--- src/rtl/bldc_pkg.sv ---
package bldc_pkg;
  typedef logic [2:0] phase_vec_t;

  localparam phase_vec_t PH_A    = 3'b100;
  localparam phase_vec_t PH_B    = 3'b010;
  localparam phase_vec_t PH_C    = 3'b001;
  localparam phase_vec_t PH_NONE = 3'b000;
  localparam phase_vec_t PH_ALL  = 3'b111;

  typedef struct packed {
    logic       valid;
    phase_vec_t src;
    phase_vec_t snk;
  } drive_pair_t;
endpackage

--- src/rtl/hall_qualifier.sv ---
module hall_qualifier #(
  parameter int STABLE_CYCLES = 4
) (
  input  logic       clk,
  input  logic       rst_n,
  input  logic [2:0] hall_raw,
  output logic [2:0] hall_q
);
  localparam int CW = $clog2(STABLE_CYCLES + 1);
  localparam logic [CW-1:0] RUN_MAX = CW'(STABLE_CYCLES);

  logic [2:0]    sync1_q, sync2_q, cand_q, cand_d, state_d;
  logic [CW-1:0] run_q, run_d;

  always_comb begin
    cand_d  = cand_q;
    run_d   = run_q;
    state_d = hall_q;
    if (sync2_q == cand_q && run_q != '0) begin
      if (run_q != RUN_MAX) run_d = run_q + 1'b1;
    end else begin
      cand_d = sync2_q;
      run_d  = CW'(1);
    end
    if (run_d == RUN_MAX) state_d = sync2_q;
  end

  always_ff @(posedge clk or negedge rst_n) begin
    if (!rst_n) begin
      sync1_q <= '0;
      sync2_q <= '0;
      cand_q  <= '0;
      run_q   <= '0;
      hall_q  <= '0;
    end else begin
      sync1_q <= hall_raw;
      sync2_q <= sync1_q;
      cand_q  <= cand_d;
      run_q   <= run_d;
      hall_q  <= state_d;
    end
  end
endmodule

--- src/rtl/pwm_gate_latch.sv ---
module pwm_gate_latch (
  input  logic clk,
  input  logic rst_n,
  input  logic cyc_start,
  input  logic pwm_trip,
  input  logic oc_trip,
  output logic gate_next
);
  logic gate_q;

  always_comb begin
    if (pwm_trip || oc_trip) gate_next = 1'b0;
    else if (cyc_start)      gate_next = 1'b1;
    else                     gate_next = gate_q;
  end

  always_ff @(posedge clk or negedge rst_n) begin
    if (!rst_n) gate_q <= 1'b0;
    else        gate_q <= gate_next;
  end
endmodule

--- src/rtl/commutation_decode.sv ---
module commutation_decode
  import bldc_pkg::*;
(
  input  logic [2:0]  code,
  input  logic        fwd,
  output drive_pair_t pair
);
  phase_vec_t p_hi, p_lo;
  logic       ok;

  always_comb begin
    ok   = 1'b1;
    p_hi = PH_NONE;
    p_lo = PH_NONE;
    unique case (code)
      3'b101: begin p_hi = PH_A; p_lo = PH_B; end
      3'b100: begin p_hi = PH_A; p_lo = PH_C; end
      3'b110: begin p_hi = PH_B; p_lo = PH_C; end
      3'b010: begin p_hi = PH_B; p_lo = PH_A; end
      3'b011: begin p_hi = PH_C; p_lo = PH_A; end
      3'b001: begin p_hi = PH_C; p_lo = PH_B; end
      default: ok = 1'b0;
    endcase
    pair.valid = ok;
    pair.src   = fwd ? p_hi : p_lo;
    pair.snk   = fwd ? p_lo : p_hi;
  end
endmodule

--- src/rtl/bldc_commutator.sv ---
module bldc_commutator
  import bldc_pkg::*;
#(
  parameter int HALL_STABLE_CYCLES = 4
) (
  input  logic       clk,
  input  logic       rst_n,
  input  logic [2:0] hall_in,
  input  logic       dir_req,
  input  logic       brake,
  input  logic       coast,
  input  logic       quad_sel,
  input  logic       pwm_trip,
  input  logic       oc_trip,
  input  logic       uv_lock,
  input  logic       cyc_start,
  output logic [2:0] hi_en,
  output logic [2:0] lo_en
);
  logic [2:0]  hall_pos;
  logic        gate;
  drive_pair_t pair;
  phase_vec_t  hi_d, lo_d, gate_v;

  hall_qualifier #(.STABLE_CYCLES(HALL_STABLE_CYCLES)) u_hall (
    .clk(clk), .rst_n(rst_n), .hall_raw(hall_in), .hall_q(hall_pos)
  );

  pwm_gate_latch u_latch (
    .clk(clk), .rst_n(rst_n), .cyc_start(cyc_start),
    .pwm_trip(pwm_trip), .oc_trip(oc_trip), .gate_next(gate)
  );

  commutation_decode u_dec (
    .code(hall_pos), .fwd(dir_req), .pair(pair)
  );

  always_comb begin
    gate_v = {3{gate}};
    hi_d   = PH_NONE;
    lo_d   = PH_NONE;
    if (uv_lock || coast) begin
      hi_d = PH_NONE;
      lo_d = PH_NONE;
    end else if (brake) begin
      lo_d = PH_ALL & gate_v;
    end else if (pair.valid) begin
      hi_d = quad_sel ? (pair.src & gate_v) : pair.src;
      lo_d = pair.snk & gate_v;
    end
  end

  always_ff @(posedge clk or negedge rst_n) begin
    if (!rst_n) begin
      hi_en <= '0;
      lo_en <= '0;
    end else begin
      hi_en <= hi_d;
      lo_en <= lo_d;
    end
  end
endmodule

--- config.mk ---
export PLATFORM = sky130hd
export DESIGN_NAME = bldc_commutator
export DESIGN_NICKNAME = d
export VERILOG_FILES = /design/src/rtl/bldc_pkg.sv /design/src/rtl/hall_qualifier.sv /design/src/rtl/pwm_gate_latch.sv /design/src/rtl/commutation_decode.sv /design/src/rtl/bldc_commutator.sv
export SDC_FILE = /design/constraint.sdc
export NUM_CORES = 1
export LEC_CHECK = 0
export CAP_MARGIN = 0
export CORE_ASPECT_RATIO = 1.75
export CORE_MARGIN = 2
export CORE_UTILIZATION = 30
export CTS_BUF_LIST = sky130_fd_sc_hd__clkbuf_8 sky130_fd_sc_hd__clkbuf_16
export DETAILED_ROUTE_END_ITERATION = 7
export PLACE_DENSITY = 0.52
export SYNTH_ARGS = -nofsm -noshare
export SYNTH_HDL_FRONTEND = slang
export SYNTH_SLANG_ARGS = --single-unit
--- constraint.sdc ---
create_clock -name clk -period 1.5 [get_ports clk]
set_input_delay 0.3 -clock clk [delete_from_list [all_inputs] [get_ports clk]]
set_output_delay 0.3 -clock clk [all_outputs]
set_load 0.005 [all_outputs]
==> impl_metrics.ini <==
[status]
status = finished with violations
violations = negative setup slack

[sta]
worst_slack_ps = -104
period_share = 1.07
worst_pin_slew_ps = 360
hold_viol_final = 0
maxSlewHeadroom = 0.758
fmax_ghz = 0.624
layout_min_cycle_time_ps = 1600
skew_ps = 1.92
setup_viol = 3
holdWs_ps = 357
tns_ps = -273
slew_viol_final = 0
rsz0062_at_grt = yes

[critical_path]
r2r_slack_ps = -100
crit_arrival_ps = 1750
cp.required_ps = 1650
worst-setup-path-type = flip-flop to flip-flop
cp_max_fo = 3
cp-end-kind = flip-flop
rr_worst_depth = 6
timing.rr.start = u_hall.run_q[0]$_DFF_PN0_
startpoint_type = flip-flop
r2r_end = u_hall.hall_q[0]$_DFFE_PN0N_

[run]
drv_cap = 0

[synth]
synth_top_family_by_area = simple AND/OR/NAND/NOR gates
ys_seq_area_frac = 0.610
ys.flop_type = dfrtp_1
synth_area_sq_um = 902
synth_nets = 98
netlist_instances = 83
synth_cell_type_count = 21
synth-compound-area-share = 0.0902
yosysTopAreaCell = dfrtp_1
synth_warnings = 0
synth_adder_area_share = 0.0277
synth_edf_count = 0
synthXorXnorAreaFrac = 0.0388
synthMuxAreaShare = 0.0374
synthSimpleGateAreaFrac = 0.157
synth_common_cells = 22 x dfrtp_1, 17 x nor2_1, 5 x a21oi_1, 5 x inv_1, 5 x nand2_1
async_flop_share = 1.00
yosysTopAreaCellShare = 0.610
synth_seq_cells = 22
yosys-top-cells-area = dfrtp_1 61%, nor2_1 7.1%, xnor2_1 3.9%
post-synth-top-count-cell = dfrtp_1
postSynthAreaPerCell_sq_um = 10.9

[hold_path]
hold_depth = 0
hp-class = flip-flop to flip-flop
min_to = u_hall.sync2_q[2]$_DFF_PN0_
min_from = u_hall.sync1_q[2]$_DFF_PN0_

[pwr]
total_power_mw = 1.39
max-vdd-ir-drop_uv = 957
power_frac_clock = 0.394
p_sw_mw = 0.302
swShare = 0.218
p_per_area_mw_per_mm2 = 1070
p_int_mw = 1.08
sequentialPowerShare = 0.468
leakagePower_nw = 0.575
combPwrFrac = 0.137

[clock_tree]
ctsHoldBuffers = 0
cts.sinks = 22
cts_tree = done
ctsHtreeMaxLevel = 1
cts_buffer_depth = 2
clock-root-buffer = clkbuf_8
insertion_delay_ps = 260
clk_pin_slew_ps = 80
cts_made_buffers = 3

[detailed_routing]
drt-total-wl_um = 1660
drc = 0
vias_per_cell = 4.72
drtIter0Drc = 6
dr_wl_met3_um = 31
firstDrtPassIters = 3
highest_layer = met4
vias = 656
met2_wirelength_um = 933
drtAntennaViolNets = 0
wl_met1_um = 663
routed_wire_length_per_instance_um = 11.9

[layout]
multi_input_area_sq_um = 368
area.sequential_sq_um = 551
diodes = 0
postLayoutCoreUtil = 0.449
layout-drive-gt1-share = 0.243
instances_no_fill = 139
areaGrowthSynthToFinish_pct = 44.0
layout.nets = 127
fill_cells = 266
fin_area_sq_mm = 0.00130

[die]
die-area_sq_mm = 0.00348
fp.dieH_um = 76.5
die-width_um = 45.5
io_pins = 19
core_area_sq_mm = 0.00290
core.rowCount = 26
start_util = 0.312

[placement]
io_buffers = 18
place_area_sq_mm = 0.00120
place_inst = 133
post-place-ws_ps = -94.8
dp_hpwl_um = 1270
place_congestion = 0.750

[global_route]
grt_first_pass_wirelength_um = 2820
gr-total-overflow = 0
grt_pass1_vias = 659
gr-usage-all-layers = 0.110
grt_max_degree = 23
antenna_found_initial = 0
flip-flops by register name, summed over array words and instances (netlist names):
name	flops
u_hall.sync2_q	3
hi_en	3
u_hall.cand_q	3
u_hall.hall_q	3
u_hall.run_q	3
u_latch.gate_q	1
u_hall.sync1_q	3
lo_en	3
kinds of logic after synthesis:
group / count (synthesis)
buffers and inverters: 9
multiplexers: 3
AO/OA/AOI/OAI: 12
AND/OR/NAND/NOR: 31
adder cells (fa/ha/maj): 2
XOR/XNOR: 4
flip-flops: 22
worst max-delay path, cell delays in order, from the launching register on:
cell and delay (ps):
dfrtp_1 410, buf_4 150, ha_2 170, nand3b_1 90
o21ai_2 90, nor3_4 240, mux2_2 350
cell type report:
class                           instances  share of cell area
Sequential cell                        22               0.424
Inverter                                5              0.0145
Tap cell                               28              0.0270
Timing Repair Buffer                   28               0.197
Clock buffer                            3              0.0318
Multi-Input combinational cell         52               0.283
Clock inverter                          1              0.0231
power by group through the flow:
stage,logic [mW],registers (mW),clock network [mW]
2_1_floorplan,0.104,0.653,0
3_3_place_gp,0.179,0.660,0
3_5_place_dp,0.182,0.661,0
4_1_cts,0.193,0.649,0.566
5_1_grt,0.213,0.653,0.579
6_report,0.190,0.649,0.546
how the worst max path moves through the flow:
stage / startpoint / end / slack (ps) / cells after the start
6_report: u_hall.run_q[0]$_DFF_PN0_ / u_hall.hall_q[0]$_DFFE_PN0N_ / -100 / 6
5_1_grt: u_hall.run_q[0]$_DFF_PN0_ / u_hall.hall_q[1]$_DFFE_PN0N_ / -170 / 6
4_1_cts: u_hall.run_q[0]$_DFF_PN0_ / u_hall.hall_q[1]$_DFFE_PN0N_ / -100 / 6
3_5_place_dp: u_hall.run_q[0]$_DFF_PN0_ / u_hall.hall_q[1]$_DFFE_PN0N_ / -90 / 6
3_3_place_gp: u_hall.run_q[0]$_DFF_PN0_ / u_hall.hall_q[0]$_DFFE_PN0N_ / -70 / 6
2_1_floorplan: u_hall.run_q[0]$_DFF_PN0_ / u_hall.hall_q[0]$_DFFE_PN0N_ / -50 / 6
layout by cell type, fill, tap and decap left out, types with 2 or more instances in the layout:
cell / n
dfrtp_1: 22
inv_1: 2
xnor2_1: 4
nor2_1: 17
mux2_2: 2
inv_2: 3
nand2b_1: 2
buf_4: 10
a211oi_1: 3
clkdlybuf4s50_1: 18
clkbuf_8: 3
nand2_1: 5
nor3_1: 2
a21oi_1: 4
metal layers:
layer / track usage / vias up
li1: - / 330
met1: 0.120 / 313
met2: 0.192 / 9
met3: 0.0166 / 4
met4: 0.0529 / 0
met5: 0 / -
repair_timing:
action | CTS | global route
pin swaps | 1 | 1
setup endpoints to repair | 3 | 3
setup buffers | 2 | 0
resized for setup | 3 | 0
No activity file was read; power rests on OpenSTA's default activity.
